**src/rtl/cordic_pkg.sv**
```systemverilog
package cordic_pkg;

    localparam int DATA_W  = 16;
    localparam int FRAC_W  = 12;
    localparam int N_ITER  = 11;
    localparam int GAIN_Q  = 2487;
    localparam int WIDE_W  = 2 * DATA_W;

    typedef logic signed [DATA_W-1:0] q_t;
    typedef logic signed [WIDE_W-1:0] wide_t;

    typedef struct packed {
        logic vld;
        q_t   x;
        q_t   y;
        q_t   z;
    } rot_t;

    localparam q_t ONE_Q = q_t'(1 << FRAC_W);

    // arctangent of 2^-i, scaled by 2^FRAC_W and rounded
    function automatic q_t atan_q(input int i);
        case (i)
            0:       atan_q = q_t'(3217);
            1:       atan_q = q_t'(1899);
            2:       atan_q = q_t'(1003);
            3:       atan_q = q_t'(509);
            4:       atan_q = q_t'(256);
            5:       atan_q = q_t'(128);
            6:       atan_q = q_t'(64);
            default: atan_q = q_t'((1 << FRAC_W) >> i);
        endcase
    endfunction

    // one micro-rotation: direction from the sign of the residual angle
    function automatic rot_t rotate(input rot_t d, input int sh);
        rot_t r;
        q_t   xs;
        q_t   ys;
        q_t   at;
        xs = d.x >>> sh;
        ys = d.y >>> sh;
        at = atan_q(sh);
        r.vld = d.vld;
        if (!d.z[DATA_W-1]) begin
            r.x = d.x - ys;
            r.y = d.y + xs;
            r.z = d.z - at;
        end else begin
            r.x = d.x + ys;
            r.y = d.y - xs;
            r.z = d.z + at;
        end
        return r;
    endfunction

endpackage

```
**src/rtl/cordic_iter.sv**
```systemverilog
module cordic_iter
    import cordic_pkg::*;
#(
    parameter int SHIFT = 0
) (
    input  logic clk,
    input  logic rst,
    input  rot_t d_i,
    output rot_t d_o
);

    rot_t nxt;

    always_comb begin
        nxt = rotate(d_i, SHIFT);
    end

    always_ff @(posedge clk) begin
        if (rst) begin
            d_o <= '0;
        end else begin
            d_o <= nxt;
        end
    end

    // each stage delays the valid flag by exactly one edge
    a_r2_valid_step: assert property (@(posedge clk) disable iff (rst)
        !$past(rst) |-> (d_o.vld == $past(d_i.vld)));

endmodule

```
**src/rtl/cordic_last.sv**
```systemverilog
module cordic_last
    import cordic_pkg::*;
#(
    parameter int SHIFT   = N_ITER - 1,
    parameter int GAIN    = GAIN_Q,
    parameter int Z_BOUND = 38
) (
    input  logic clk,
    input  logic rst,
    input  rot_t d_i,
    output logic vld_o,
    output q_t   cos_o,
    output q_t   sin_o
);

    localparam q_t K_Q = q_t'(GAIN);

    rot_t  rot;
    wide_t px;
    wide_t py;

    always_comb begin
        rot = rotate(d_i, SHIFT);
        px  = wide_t'(rot.x) * wide_t'(K_Q);
        py  = wide_t'(rot.y) * wide_t'(K_Q);
    end

    always_ff @(posedge clk) begin
        if (rst) begin
            vld_o <= 1'b0;
            cos_o <= '0;
            sin_o <= '0;
        end else begin
            vld_o <= rot.vld;
            cos_o <= q_t'(px >>> FRAC_W);
            sin_o <= q_t'(py >>> FRAC_W);
        end
    end

    longint nrm;
    always_comb begin
        nrm = longint'(cos_o) * longint'(cos_o) + longint'(sin_o) * longint'(sin_o);
    end

    // output is quiet on the edge after a reset edge
    a_r1_reset_quiet: assert property (@(posedge clk) disable iff (rst)
        $past(rst) |-> (!vld_o && cos_o == '0 && sin_o == '0));

    // gain compensation keeps the result on the unit circle
    a_r7_unit_norm: assert property (@(posedge clk) disable iff (rst)
        vld_o |-> (nrm >= 64'sd16646144 && nrm <= 64'sd16908288));

    // residual angle reaching the final stage has converged
    a_r8_residual: assert property (@(posedge clk) disable iff (rst)
        d_i.vld |-> (int'(d_i.z) <= Z_BOUND && int'(d_i.z) >= -Z_BOUND));

endmodule

```
**src/rtl/cordic_sincos.sv**
```systemverilog
module cordic_sincos
    import cordic_pkg::*;
#(
    parameter int N_STAGES = cordic_pkg::N_ITER,
    parameter int INV_GAIN = cordic_pkg::GAIN_Q
) (
    input  logic                                  clk,
    input  logic                                  rst,
    input  logic                                  in_valid,
    input  logic signed [cordic_pkg::DATA_W-1:0]  in_angle,
    output logic                                  out_valid,
    output logic signed [cordic_pkg::DATA_W-1:0]  cos_out,
    output logic signed [cordic_pkg::DATA_W-1:0]  sin_out
);

    localparam int ZB = ((1 << FRAC_W) >> (N_STAGES - 3)) + 2 * N_STAGES;

    rot_t chain [N_STAGES];

    // initial vector injection: x = 1.0, y = 0, z = angle
    always_comb begin
        chain[0].vld = in_valid;
        chain[0].x   = ONE_Q;
        chain[0].y   = '0;
        chain[0].z   = in_angle;
    end

    for (genvar g = 0; g < N_STAGES - 1; g++) begin : g_stage
        cordic_iter #(.SHIFT(g)) u_iter (
            .clk (clk),
            .rst (rst),
            .d_i (chain[g]),
            .d_o (chain[g+1])
        );
    end

    cordic_last #(
        .SHIFT   (N_STAGES - 1),
        .GAIN    (INV_GAIN),
        .Z_BOUND (ZB)
    ) u_last (
        .clk   (clk),
        .rst   (rst),
        .d_i   (chain[N_STAGES-1]),
        .vld_o (out_valid),
        .cos_o (cos_out),
        .sin_o (sin_out)
    );

endmodule

```
**config.mk**
```make
export PLATFORM = sky130hd
export DESIGN_NAME = cordic_sincos
export DESIGN_NICKNAME = d
export VERILOG_FILES = /design/src/rtl/cordic_pkg.sv /design/src/rtl/cordic_iter.sv /design/src/rtl/cordic_last.sv /design/src/rtl/cordic_sincos.sv
export SDC_FILE = /design/constraint.sdc
export NUM_CORES = 2
export LEC_CHECK = 0
export BUFFER_PORTS_ARGS = -buffer_cell sky130_fd_sc_hd__buf_2
export CORE_MARGIN = 3
export CORE_UTILIZATION = 40
export CTS_BUF_LIST = sky130_fd_sc_hd__clkbuf_4 sky130_fd_sc_hd__clkbuf_8
export DETAILED_ROUTE_END_ITERATION = 8
export SETUP_SLACK_MARGIN = 0.4
export SYNTH_ARGS = -nofsm -noshare
export SYNTH_HDL_FRONTEND = slang
export SYNTH_HIERARCHICAL = 1
export SYNTH_SLANG_ARGS = --single-unit
```
**constraint.sdc**
```tcl
create_clock -name clk -period 12.3 [get_ports clk]
set_input_delay 1.845 -clock clk [delete_from_list [all_inputs] [get_ports clk]]
set_output_delay 1.845 -clock clk [all_outputs]
set_load 0.05 [all_outputs]
```
# --- Word-level counts from Yosys, hierarchy flattened ---
# Index checks and enable logic that the tools add are counted.
classes:
  addsub: 62
  n_mul: 2
  muxes: 11
op_table:
  columns: ["cell", "n"]
  rows:
  - ["48-bit two-way mux", 10]
  - ["16-bit by 13-bit multiplier with 28-bit output, second input constant", 2]
  - ["16-bit by 13-bit adder with 16-bit output", 3]
  - ["16-bit by 13-bit subtractor with 16-bit output", 3]
  - ["16-bit by 10-bit adder with 16-bit output", 2]
  - ["16-bit by 10-bit adder with 16-bit output, second input constant", 2]
  - ["16-bit by 11-bit adder with 16-bit output", 2]
  - ["16-bit by 12-bit adder with 16-bit output", 2]
  - ["16-bit by 14-bit adder with 16-bit output", 2]
  - ["16-bit by 6-bit adder with 16-bit output", 2]
  - ["16-bit by 7-bit adder with 16-bit output", 2]
  - ["16-bit by 8-bit adder with 16-bit output", 2]
  - ["16-bit by 9-bit adder with 16-bit output", 2]
  - ["32-bit two-way mux", 1]
  - ["16-bit by 10-bit subtractor with 16-bit output", 2]
  - ["16-bit by 10-bit subtractor with 16-bit output, second input constant", 2]
  - ["16-bit by 11-bit subtractor with 16-bit output", 2]
  - ["16-bit by 12-bit subtractor with 16-bit output", 2]
  - ["16-bit by 14-bit subtractor with 16-bit output", 2]
  - ["16-bit by 6-bit subtractor with 16-bit output", 2]
  - ["16-bit by 7-bit subtractor with 16-bit output", 2]
  - ["16-bit by 8-bit subtractor with 16-bit output", 2]
  - ["16-bit by 9-bit subtractor with 16-bit output", 2]
  - ["14-bit by 15-bit adder with 16-bit output", 1]
  - ["other kinds (19)", 19]
word_totals:
  register_bits: 520
  in_bits: 19
  out_inout_bits: 33
  elab_cells: 118

# --- Logic depth before layout (Yosys ltp) ---
logic_depth:
  word_depth: 3
  ltp_mapped: 32
  ltp_nobuf: 32

# --- Cells and area by module ---
# Netlist, hierarchy kept.
by_module_without_submodules:
  columns: ["mod", "n_inst", "cells_each", "area_per_inst_um2", "seq_area_each_um2"]
  rows:
  - ["cordic_last", 1, 1210, 10720.3, 660.6]
  - ["cordic_iter (g_stage[2].u_iter)", 1, 529, 4237.8, 980.9]
  - ["cordic_iter (g_stage[0].u_iter)", 1, 547, 4234.1, 960.9]
  - ["cordic_iter (g_stage[1].u_iter)", 1, 491, 4036.4, 980.9]
  - ["cordic_iter (g_stage[3].u_iter)", 1, 481, 3896.2, 980.9]
  - ["cordic_iter (g_stage[8].u_iter)", 1, 404, 3487.1, 980.9]
  - ["cordic_iter (g_stage[9].u_iter)", 1, 407, 3484.6, 980.9]
  - ["cordic_iter (g_stage[6].u_iter)", 1, 411, 3467.1, 980.9]
  - ["cordic_iter (g_stage[5].u_iter)", 1, 410, 3460.8, 980.9]
  - ["cordic_iter (g_stage[4].u_iter)", 1, 412, 3454.6, 980.9]
  - ["cordic_iter (g_stage[7].u_iter)", 1, 408, 3444.6, 980.9]
  - ["cordic_sincos", 1, 2, 7.5, 0.0]

# --- Least setup slack after synthesis ---
# OpenSTA, ideal clock, no wires.
synth_path:
  path_kind: "register to register"
  startpoint: "register g_stage[9].u_iter/d_o[44] (netlist name)"
  endpoint: "register u_last.sin_o[13]"
  setup_time_ps: 123
  arrival_ps: 6856
  required_ps: 12177
  setup_slack_ps: 5321
  stages_incl_launch_ff: 30
  n_path_buf: 0
  synth_period_minus_slack_ps: 6979
  cell_sequence: "dfxtp_1 > nor3_1 > nand3_1 > ha_1 > inv_1 > o21ai_0 > ha_1 > a21oi_1 > nand2_1 > a31oi_1 > o21ai_0 > xnor2_1 > inv_1 > ha_1 > ha_1 > xor2_1 > fa_1 > fa_1 > inv_1 > fa_1 > inv_1 > ha_1 > a21o_1 > a31o_2 > a21oi_1 > o21ai_2 > o31a_1 > a21o_1 > a21oi_2 > mux2_1"
synth_between:
  elab_chain_cells: 3
synth_rtl:
  columns: ["item", "line", "source"]
  rows:
  - ["from (decl)", "cordic_iter.sv:9", "output rot_t d_o"]
  - ["from (signal assigned)", "cordic_iter.sv:22", "d_o <= nxt;"]
  - ["16-bit by 6-bit adder with 16-bit output or 16-bit by 6-bit subtractor with 16-bit output (tied branches)", "cordic_pkg.sv:47, cordic_pkg.sv:51", null]
  - ["48-bit two-way mux *", "cordic_pkg.sv:45", "if (!d.z[DATA_W-1]) begin"]
  - ["16-bit by 13-bit multiplier with 28-bit output *", "cordic_last.sv:25", "py = wide_t'(rot.y) * wide_t'(K_Q);"]
  - ["to (signal assigned)", "cordic_last.sv:36", "sin_o <= q_t'(py >>> FRAC_W);"]
  - ["to (decl)", "cordic_last.sv:13", "output q_t sin_o"]
# Mark *: on every way between the ends. The rest lies on a longest branch, timed or not.
# A chain may end at the register's enable or synchronous reset.

# --- Final worst setup path ---
# Same ends and word-level chain as after synthesis.

==> flow_summary.yaml <==
run_status:
  outcome: "finished clean"
global_routing:
  grt_usage_pct: 18.3
  grt_pass1_vias: 38200
  grt_overflow: 0
  grt_pass1_wl_um: 188000
  antenna_found_initial: 2
  grt_max_degree: 190
route:
  drt_iter0_drc: 1972
  dr.pass1.iters: 7
  drcViolationCount: 0
  wl_per_cell_um: 15.2
  wl_um: 111000
  vias: 38500
  viasPerCell: 5.26
  ant_nets: 0
floorplan:
  die_h_um: 348
  rows: 124
  die_area_sq_mm: 0.121
  die_w_um: 348
  core_sq_mm: 0.115
  start_util_pct: 40.6
  pin_count: 52
cts:
  insertion_delay_ps: 720
  cts_buffers: 91
  cts_buffer_depth: 3
  cts_setup_buffers: 0
  hold_buffers: 0
  cts-root-buf: "clkbuf_8"
  cts_max_level: 3
  clkSlewWorstSetupHoldPaths_ps: 60
  cts_resized: 0
  cts_sinks: 489
  cts_tree: "done"
critical_path:
  reg2reg_from: "g_stage[9].u_iter/d_o[44]"
  r2r_setup_slack_ps: 4450
  timing.critical_path.from: "g_stage[9].u_iter/d_o[44]"
  crit_slowest_cell: "fa_1"
  critPathKind: "reg2reg"
  crit_path_frequent_cell: "ha_1"
  r2r_end: "u_last/sin_o[13]"
  crit_fanout: 6
  cp-endpoint: "u_last/sin_o[13]"
  worst-r2r-cell-count: 29
  critPathCaptureType: "flip-flop"
  max_stage_delay_ps: 540
  start_kind: "flip-flop"
  cp_data_arrival_time_ps: 8450
  worst_ep_required_time_ps: 12900
timing:
  max_clock_freq_ghz: 0.127
  skew_ps: 38.6
  setup_viol: 0
  worstMarginPinSlew_ps: 1000
  post-route-period-util_pct: 63.8
  period_minus_slack_ps: 7850
  maxSlewViolCount: 0
  hold_violations: 0
  fin_tns_setup_ps: 0
  slew_headroom_pct: 33.1
  rsz0062_at_grt: "false"
place:
  place_congestion: 0.880
  port_buffers: 51
  dpl.hpwl_um: 88200
job:
  drv_cap: 0
final_layout:
  drive_above_1_share_pct: 6.81
  nets: 6613
  syn_to_final_growth_pct: 8.79
  num-fill-cells: 11400
yosys:
  synth_area_sq_mm: 0.0469
  syn_area_per_cell_sq_um: 8.35
  yosysWarnings: 6
  synth_cells: 5614
min_path:
  hold_class: "reg2reg"
-- per-layer routing --
metal | GRT usage [%] | share of wire (%)
met1 | 24.1 | 47
met5 | 0 | 0
met4 | 4.72 | 1.9
met2 | 31.7 | 47
met3 | 2.09 | 3.6
-- placed cells by master (no fill, tap or decap), types with 160 or more instances in the layout --
| master | count |
|---|---|
| o21ai_0 | 238 |
| nand2_1 | 260 |
| inv_1 | 558 |
| dfxtp_1 | 489 |
| xnor2_1 | 284 |
| ha_1 | 675 |
| a21o_1 | 160 |
| a21oi_1 | 457 |
| xor2_1 | 217 |
| nor2_1 | 677 |
| fa_1 | 192 |
-- cell type report --
cell class              count  area [sq um]  area share (%)
diodes                      1          2.50         0.00491
clock buffers             135          1730            3.39
clock inverters            29           385           0.756
inverters                 564          2120            4.15
multi-input cells        4515         34700            68.0
flip-flops and latches    489          9790            19.2
well taps                1512          1890            3.71
repair buffers             66           390           0.766
-- worst min path at each step --
stage	startpoint	endpoint	slack, ps	cells after the start
6_report	g_stage[3].u_iter/d_o[4]	g_stage[4].u_iter/d_o[4]	430	1
5_1_grt	g_stage[4].u_iter/d_o[3]	g_stage[5].u_iter/d_o[3]	450	1
4_1_cts	g_stage[3].u_iter/d_o[5]	g_stage[4].u_iter/d_o[5]	440	1
3_5_place_dp	g_stage[3].u_iter/d_o[5]	g_stage[4].u_iter/d_o[5]	420	1
3_3_place_gp	g_stage[5].u_iter/d_o[4]	g_stage[6].u_iter/d_o[4]	420	1
2_1_floorplan	g_stage[1].u_iter/d_o[0]	g_stage[2].u_iter/d_o[0]	410	1
-- registers in the layout (all words and copies together) (netlist names) --
register	flops
g_stage.u_iter/d_o	456
u_last/cos_o	16
u_last/vld_o	1
u_last/sin_o	16
-- worst max-delay path, delay by kind of cell, from the launching register on --
kind	cells	cell delay, ps
muxes	1	320
adders and majority gates	8	3190
and+or+nand+nor	3	640
buffers and inverters	4	210
xor gates and xnor gates	2	590
DFF	1	370
AOI/OAI and AO/OA	11	2400
-- stage by stage --
stage | instance area, sq um | setup slack [ps] | hold slack [ps] | std cells | utilization, %
after floorplan | 47200 | 5320 | 414 | 5709 | -
after global placement | 48900 | 4690 | 416 | 7146 | 42.4
after detailed placement | 48900 | 4560 | 424 | 7146 | 42.4
after CTS | 51000 | 4530 | 438 | 7310 | 44.2
after global routing | 51000 | 3790 | 452 | 7311 | 44.2
final | 51000 | 4450 | 432 | 7311 | 44.2
Power is not shown: default switching activity piles up to over one toggle a cycle in this logic, so the estimate is an artifact.
